**src/rtl/wrs_pkg.sv**
```systemverilog
package wrs_pkg;
  localparam int unsigned DLY_W_DEF = 11;
  localparam int unsigned DLY_MAX_DEF = 1024;

  // Bring a raw delay setting into 1..hi.
  function automatic int unsigned clamp_dly(int unsigned v, int unsigned hi);
    if (v == 0) return 1;
    if (v > hi) return hi;
    return v;
  endfunction

  // Write-protect release point that keeps outputs strictly first.
  function automatic int unsigned wp_effective(int unsigned o, int unsigned w);
    return (o >= w) ? o + 1 : w;
  endfunction

  function automatic logic order_broken(int unsigned o, int unsigned w);
    return o >= w;
  endfunction
endpackage

```
**src/rtl/wrs_edge.sv**
```systemverilog
module wrs_edge (
  input  logic clk,
  input  logic rst_n,
  input  logic wake_i,
  output logic rise_o,
  output logic abort_o
);
  logic wake_q;

  always_ff @(posedge clk or negedge rst_n) begin
    if (!rst_n) wake_q <= 1'b0;
    else        wake_q <= wake_i;
  end

  assign rise_o  = wake_i & ~wake_q;
  assign abort_o = ~wake_i;
endmodule

```
**src/rtl/wrs_cfg.sv**
```systemverilog
module wrs_cfg #(
  parameter int unsigned DLY_W   = wrs_pkg::DLY_W_DEF,
  parameter int unsigned DLY_MAX = wrs_pkg::DLY_MAX_DEF,
  parameter int unsigned CNT_W   = $clog2(DLY_MAX + 2)
) (
  input  logic             clk,
  input  logic             rst_n,
  input  logic             capture_i,
  input  logic [DLY_W-1:0] out_dly_i,
  input  logic [DLY_W-1:0] wp_dly_i,
  input  logic             gsr_en_i,
  output logic [CNT_W-1:0] out_n_o,
  output logic [CNT_W-1:0] wp_n_o,
  output logic [CNT_W-1:0] gsr_at_o,
  output logic             gsr_en_o,
  output logic             err_o
);
  int unsigned o_c, w_c, w_e;

  always_comb begin
    o_c = wrs_pkg::clamp_dly(32'(out_dly_i), DLY_MAX);
    w_c = wrs_pkg::clamp_dly(32'(wp_dly_i), DLY_MAX);
    w_e = wrs_pkg::wp_effective(o_c, w_c);
  end

  always_ff @(posedge clk or negedge rst_n) begin
    if (!rst_n) begin
      out_n_o  <= CNT_W'(1);
      wp_n_o   <= CNT_W'(2);
      gsr_at_o <= CNT_W'(1);
      gsr_en_o <= 1'b0;
      err_o    <= 1'b0;
    end else if (capture_i) begin
      out_n_o  <= CNT_W'(o_c);
      wp_n_o   <= CNT_W'(w_e);
      gsr_at_o <= CNT_W'(w_e - 1);
      gsr_en_o <= gsr_en_i;
      err_o    <= wrs_pkg::order_broken(o_c, w_c);
    end
  end

  // captured release points stay inside the legal range
  a_r3_clamped: assert property (@(posedge clk) disable iff (!rst_n)
    out_n_o != '0 && out_n_o <= CNT_W'(DLY_MAX) && wp_n_o <= CNT_W'(DLY_MAX + 1));
  // write-protect release always lies after output release
  a_r6_wp_after_out: assert property (@(posedge clk) disable iff (!rst_n)
    wp_n_o > out_n_o);
endmodule

```
**src/rtl/wrs_count.sv**
```systemverilog
module wrs_count #(
  parameter int unsigned CNT_W = 11
) (
  input  logic             clk,
  input  logic             rst_n,
  input  logic             start_i,
  input  logic             abort_i,
  input  logic [CNT_W-1:0] limit_i,
  output logic [CNT_W-1:0] cnt_o,
  output logic             run_o
);
  always_ff @(posedge clk or negedge rst_n) begin
    if (!rst_n) begin
      cnt_o <= '0;
      run_o <= 1'b0;
    end else if (abort_i) begin
      cnt_o <= '0;
      run_o <= 1'b0;
    end else if (start_i) begin
      cnt_o <= CNT_W'(1);
      run_o <= 1'b1;
    end else if (run_o) begin
      if (cnt_o == limit_i) run_o <= 1'b0;
      else                  cnt_o <= cnt_o + CNT_W'(1);
    end
  end

  // the elapsed count never passes the last release point
  a_r4_cnt_bound: assert property (@(posedge clk) disable iff (!rst_n)
    run_o |-> (cnt_o != '0 && cnt_o <= limit_i));
endmodule

```
**src/rtl/wake_release_seq.sv**
```systemverilog
module wake_release_seq #(
  parameter int unsigned DLY_W   = wrs_pkg::DLY_W_DEF,
  parameter int unsigned DLY_MAX = wrs_pkg::DLY_MAX_DEF
) (
  input  logic             clk,
  input  logic             rst_n,
  input  logic             wake_i,
  input  logic [DLY_W-1:0] out_dly_i,
  input  logic [DLY_W-1:0] wp_dly_i,
  input  logic             gsr_en_i,
  output logic             hold_o,
  output logic             we_o,
  output logic             gsr_o,
  output logic             err_o,
  output logic             done_o
);
  localparam int unsigned CNT_W = $clog2(DLY_MAX + 2);

  logic             rise, abort;
  logic [CNT_W-1:0] out_n, wp_n, gsr_at, cnt;
  logic             gsr_en_q, err_q, running;
  logic             hit_out, hit_wp, hit_gsr;
  logic             hold_r, we_r, gsr_r, done_r;

  wrs_edge u_edge (
    .clk(clk), .rst_n(rst_n), .wake_i(wake_i), .rise_o(rise), .abort_o(abort)
  );

  wrs_cfg #(.DLY_W(DLY_W), .DLY_MAX(DLY_MAX), .CNT_W(CNT_W)) u_cfg (
    .clk(clk), .rst_n(rst_n), .capture_i(rise),
    .out_dly_i(out_dly_i), .wp_dly_i(wp_dly_i), .gsr_en_i(gsr_en_i),
    .out_n_o(out_n), .wp_n_o(wp_n), .gsr_at_o(gsr_at),
    .gsr_en_o(gsr_en_q), .err_o(err_q)
  );

  wrs_count #(.CNT_W(CNT_W)) u_count (
    .clk(clk), .rst_n(rst_n), .start_i(rise), .abort_i(abort),
    .limit_i(wp_n), .cnt_o(cnt), .run_o(running)
  );

  // Release events taken from the shared elapsed count
  assign hit_out = running && (cnt == out_n);
  assign hit_wp  = running && (cnt == wp_n);
  assign hit_gsr = running && (cnt == gsr_at) && gsr_en_q;

  always_ff @(posedge clk or negedge rst_n) begin
    if (!rst_n) begin
      hold_r <= 1'b1;
      we_r   <= 1'b0;
      gsr_r  <= 1'b0;
      done_r <= 1'b0;
    end else if (abort || rise) begin
      hold_r <= 1'b1;
      we_r   <= 1'b0;
      gsr_r  <= 1'b0;
      done_r <= 1'b0;
    end else begin
      if (hit_out) hold_r <= 1'b0;
      if (hit_wp) begin
        we_r   <= 1'b1;
        done_r <= 1'b1;
      end
      gsr_r <= hit_gsr;
    end
  end

  // A low wake restores suspend protection without waiting for a clock edge
  assign hold_o = hold_r | ~wake_i;
  assign we_o   = we_r & wake_i;
  assign gsr_o  = gsr_r & wake_i;
  assign done_o = done_r & wake_i;
  assign err_o  = err_q;

  // storage never writable while outputs are still held
  a_r9_order: assert property (@(posedge clk) disable iff (!rst_n)
    we_o |-> !hold_o);
  // set/reset pulse is one cycle and write enable follows it
  a_r7_gsr_single: assert property (@(posedge clk) disable iff (!rst_n)
    (gsr_r && wake_i) |=> (we_r && !gsr_r));
  // a repaired order puts write enable one cycle after output release
  a_r6_forced_gap: assert property (@(posedge clk) disable iff (!rst_n)
    ($rose(we_r) && err_q) |-> (!$past(hold_r) && $past(hold_r, 2)));
  // a low wake clears every registered release
  a_r8_abort: assert property (@(posedge clk) disable iff (!rst_n)
    !wake_i |=> (hold_r && !we_r && !gsr_r && !done_r));
endmodule

```
**config.mk**
```make
export PLATFORM = sky130hd
export DESIGN_NAME = wake_release_seq
export DESIGN_NICKNAME = d
export VERILOG_FILES = /design/src/rtl/wrs_pkg.sv /design/src/rtl/wrs_edge.sv /design/src/rtl/wrs_cfg.sv /design/src/rtl/wrs_count.sv /design/src/rtl/wake_release_seq.sv
export SDC_FILE = /design/constraint.sdc
export NUM_CORES = 1
export LEC_CHECK = 0
export ABC_AREA = 1
export CAP_MARGIN = 0
export CORE_MARGIN = 2
export CORE_UTILIZATION = 45
export DETAILED_ROUTE_END_ITERATION = 10
export GPL_TIMING_DRIVEN = 0
export PLACE_DENSITY = 0.78
export SLEW_MARGIN = 15
export SYNTH_ARGS = -nofsm -noshare
export SYNTH_HDL_FRONTEND = slang
export SYNTH_SLANG_ARGS = --single-unit
```
**constraint.sdc**
```tcl
create_clock -name clk -period 1.8 [get_ports clk]
set_clock_uncertainty 0.1 [all_clocks]
set_input_delay 0.45 -clock clk [delete_from_list [all_inputs] [get_ports clk]]
set_output_delay 0.45 -clock clk [all_outputs]
set_load 0.01 [all_outputs]
```
==> load_flow_metrics.sql <==
INSERT INTO impl_metrics (metric_group, metric, value, unit) VALUES
('floorplanning', 'die_width', '93.25', 'µm'),
('placement', 'dp.cells', '658', ''),
('global_route', 'maximum_number_of_pins_on_one_net_before_global_route_repair', '33', ''),
('sta', 'final.setup.worst_slack', '-1.158', 'ns'),
('sta', 'holdWs', '-0.01442', 'ns'),
('synthesis', 'synth.lib_cells_used.distinct', '41', ''),
('placement', 'dp_slack', '-2.192', 'ns'),
('floorplanning', 'rows', '32', ''),
('run_status', 'failed_checks', 'negative hold slack, negative setup slack', ''),
('synthesis', 'post-synth-top-area-fraction', '32.81', '%'),
('placement', 'finalWeightedCongestion', '0.9211', ''),
('sta', 'hold_viol', '18', ''),
('setup_path', 'cp_cell_sequence', 'buf_12 > nor2_4 > nand3_2 > o21bai_4 > buf_6 > nand2_4 > inv_4 > ha_4 > nand2_1 > a21oi_2 > nor2_2 > nand2_1 > nand2_2 > nand3_4 > buf_8 > nand3_4 > nand3_4 > nor2_4 > nand3_2 > nand2_1 > nand2_1 > nand2_1 > nand2_1', ''),
('setup_path', 'crit_path_end_kind', 'flip-flop', ''),
('setup_path', 'category_of_cells_accounting_for_the_largest_share_of_critical_path_delay', 'simple AND/OR/NAND/NOR gates', ''),
('synthesis', 'most_common_flop_cell_mapped_by_yosys', 'dfrtp_1', ''),
('synthesis', 'synthesis.area_per_instance', '6.828', 'µm²'),
('floorplanning', 'io_pins', '31', ''),
('clock_network', 'tritoncts', 'built', ''),
('clock_network', 'tritoncts.num_buffers', '5', ''),
('route', 'vias_per_cell', '5.629', ''),
('layout', 'nNetsFinal', '672', ''),
('layout', 'antenna-diode-count', '0', ''),
('synthesis', 'postSynthNetCount', '565', ''),
('sta', 'slew_headroom', '60.30', '%'),
('sta', 'slew_viol_final', '0', ''),
('sta', 'clock.fmax', '338.1', 'MHz'),
('route', 'routed_wire_length_per_instance', '16.62', 'µm'),
('setup_path', 'setup.worst_path.start_class', 'primary input', ''),
('setup_path', 'critPathArrivalTime', '3.07', 'ns'),
('global_route', 'grt_pass1_vias', '4052', ''),
('flow_run', 'cap_violations', '0', ''),
('power', 'power.switching_fraction', '35.31', '%'),
('layout', 'drive_gt1_share', '42.50', '%'),
('clock_network', 'clock_sink_count', '51', ''),
('layout', 'final_cells', '735', ''),
('synthesis', 'yosysWarningCount', '0', ''),
('power', 'p_int', '2301', 'µW'),
('route', 'detail_route.wirelength', '12220', 'µm'),
('setup_path', 'cp_slowest_cell', 'o21bai_4', ''),
('setup_path', 'critical_path_class', 'in2reg', ''),
('floorplanning', 'core_region_area', '7727', 'µm²'),
('route', 'detail_route.drc_violations', '0', ''),
('synthesis', 'synth_cells', '525', ''),
('route', 'first_iter_violations', '320', ''),
('global_route', 'global_route.usage.total', '27.33', '%'),
('layout', 'util_after_layout', '70.22', '%'),
('sta', 'unrepaired_setup_endpoints_after_global_routing', 'yes', ''),
('sta', 'finalSetupViolations', '34', ''),
('route', 'routed-via-count', '4137', ''),
('route', 'firstDrtPassIters', '7', ''),
('clock_network', 'clock_tree.htree_level_count', '2', ''),
('synthesis', 'postSynth.asyncResetShare', '100.0', '%'),
('floorplanning', 'initial_core_util', '46.39', '%'),
('clock_network', 'clock_transition_time_at_the_flip_flop_clock_pins_of_the_worst_setup_and_hold_paths', '0.10', 'ns'),
('synthesis', 'netlist_area', '3585', 'µm²'),
('floorplanning', 'floorplan.die.height', '93.25', 'µm'),
('power', 'power.sequential.fraction', '39.8', '%'),
('synthesis', 'synth_enable_flop_cells', '0', ''),
('hold_path', 'class_of_the_tightest_hold_or_removal_check', 'in2async', ''),
('power', 'share_comb_of_total_power', '37.3', '%'),
('sta', 'setup_total_negative_slack', '-21.81', 'ns'),
('setup_path', 'critical_path_peak_fanout', '7', ''),
('power', 'leakage_power', '0.002549', 'µW'),
('synthesis', 'synth_most_common_cell', 'nand2_1', ''),
('run_status', 'status', 'finished with violations', ''),
('synthesis', 'synth_seq_cells', '51', ''),
('clock_network', 'clock_latency', '0.31', 'ns'),
('global_route', 'antenna_found_initial', '0', ''),
('sta', 'share_of_the_clock_period_used_by_the_worst_path', '164.3', '%'),
('synthesis', 'ys_top_cells_by_area', 'dfrtp_1 33%, nand2_1 16%, inv_1 7.1%', '');
worst paths after layout:
path	startpoint	to	slack (ns)	depth (start not counted)
min reg2reg	hold_r$_DFFE_PN1P_	hold_r$_DFFE_PN1P_	0.39	2
max	out_dly_i[3]	u_cfg.gsr_at_o[9]$_DFFE_PN0P_	-1.16	23
max reg2reg	u_count.cnt_o[2]$_DFFE_PN0P_	u_count.cnt_o[9]$_DFFE_PN0P_	-0.26	13
max in group asynchronous	rst_n	u_cfg.out_n_o[0]$_DFFE_PN1P_	1.01	2
min	rst_n	u_cfg.wp_n_o[8]$_DFFE_PN0P_	-0.01	1
min in group clk	wake_i	u_edge.wake_q$_DFF_PN0_	0.23	1
per-layer routing:
layer  part of all wire (%)  track usage [%]  vias to the layer above
met5                      0                0                        -
met4                    4.4            12.50                        0
met3                    5.2            2.417                       44
met2                     53            52.70                      185
met1                     38            29.88                     1991
li1                       -                -                     1917
cells by family after synthesis:
| kind of cell | count (synthesis) | synth area share (%) |
|---|---|---|
| and+or+nand+nor | 287 | 34.52 |
| buffers and inverters | 84 | 9.180 |
| AOI/OAI and AO/OA | 76 | 12.50 |
| DFF | 51 | 35.74 |
| adders and majority gates | 14 | 4.887 |
| xor gates and xnor gates | 13 | 3.176 |
timing repair:
item	in CTS	in global routing
gates cloned	2	0
endpoints found under the setup margin	48	37
setup buffers	58	9
gates resized for setup	224	77
pin swaps	59	24
hold buffers	0	0
power by group through the flow:
stage          sequential (µW)  clock (µW)  combinational [µW]
2_1_floorplan             1390           0                 622
6_report                  1420         815                1330
3_3_place_gp              1430           0                 858
5_1_grt                   1430         859                1430
4_1_cts                   1410         807                1170
3_5_place_dp              1430           0                 897
placed cells by master (no fill, tap or decap), types with 3 or more instances in the layout:
cell / count
buf_4: 62
nand4_1: 11
a21oi_1: 7
a21oi_2: 8
ha_1: 6
buf_8: 5
o21ai_2: 9
dlygate4sd2_1: 4
dfrtp_2: 4
nand3_4: 4
buf_6: 18
o21ai_1: 13
nor2_4: 25
dfstp_2: 4
inv_2: 17
nand2_1: 119
nand3_2: 13
clkbuf_1: 8
inv_1: 46
ha_4: 7
nor2_1: 24
o21a_1: 3
o21ai_0: 16
nor2_2: 10
nand2_4: 18
xor2_1: 8
xnor2_1: 4
clkbuf_8: 5
buf_2: 9
dfrtp_1: 43
nand2_2: 26
inv_4: 8
nand3_1: 26
nor3_1: 6
flip-flops by register name, summed over array words and instances, names as in the netlist:
register	cells
u_cfg.gsr_at_o	11
u_cfg.out_n_o	11
u_cfg.wp_n_o	11
u_count.cnt_o	11
done_r	1
gsr_r	1
hold_r	1
u_cfg.err_o	1
u_cfg.gsr_en_o	1
u_count.run_o	1
u_edge.wake_q	1
area by class of cell:
class,instances,area (µm²)
timing repair buffer,100,872.1
fill,567,2301
inverter,71,286.5
buffer,13,90.09
clock inverter,2,37.54
clock buffer,6,72.57
tap,102,127.6
multi-input combinational,390,2654
sequential,51,1286
through the flow:
stage / total power [µW] / area [µm²]
2_1_floorplan: 2014 / 3789
3_3_place_gp: 2284 / 4217
3_5_place_dp: 2330 / 4232
4_1_cts: 3383 / 5117
5_1_grt: 3721 / 5426
6_report: 3557 / 5426
No activity file was read; power rests on OpenSTA's default activity.
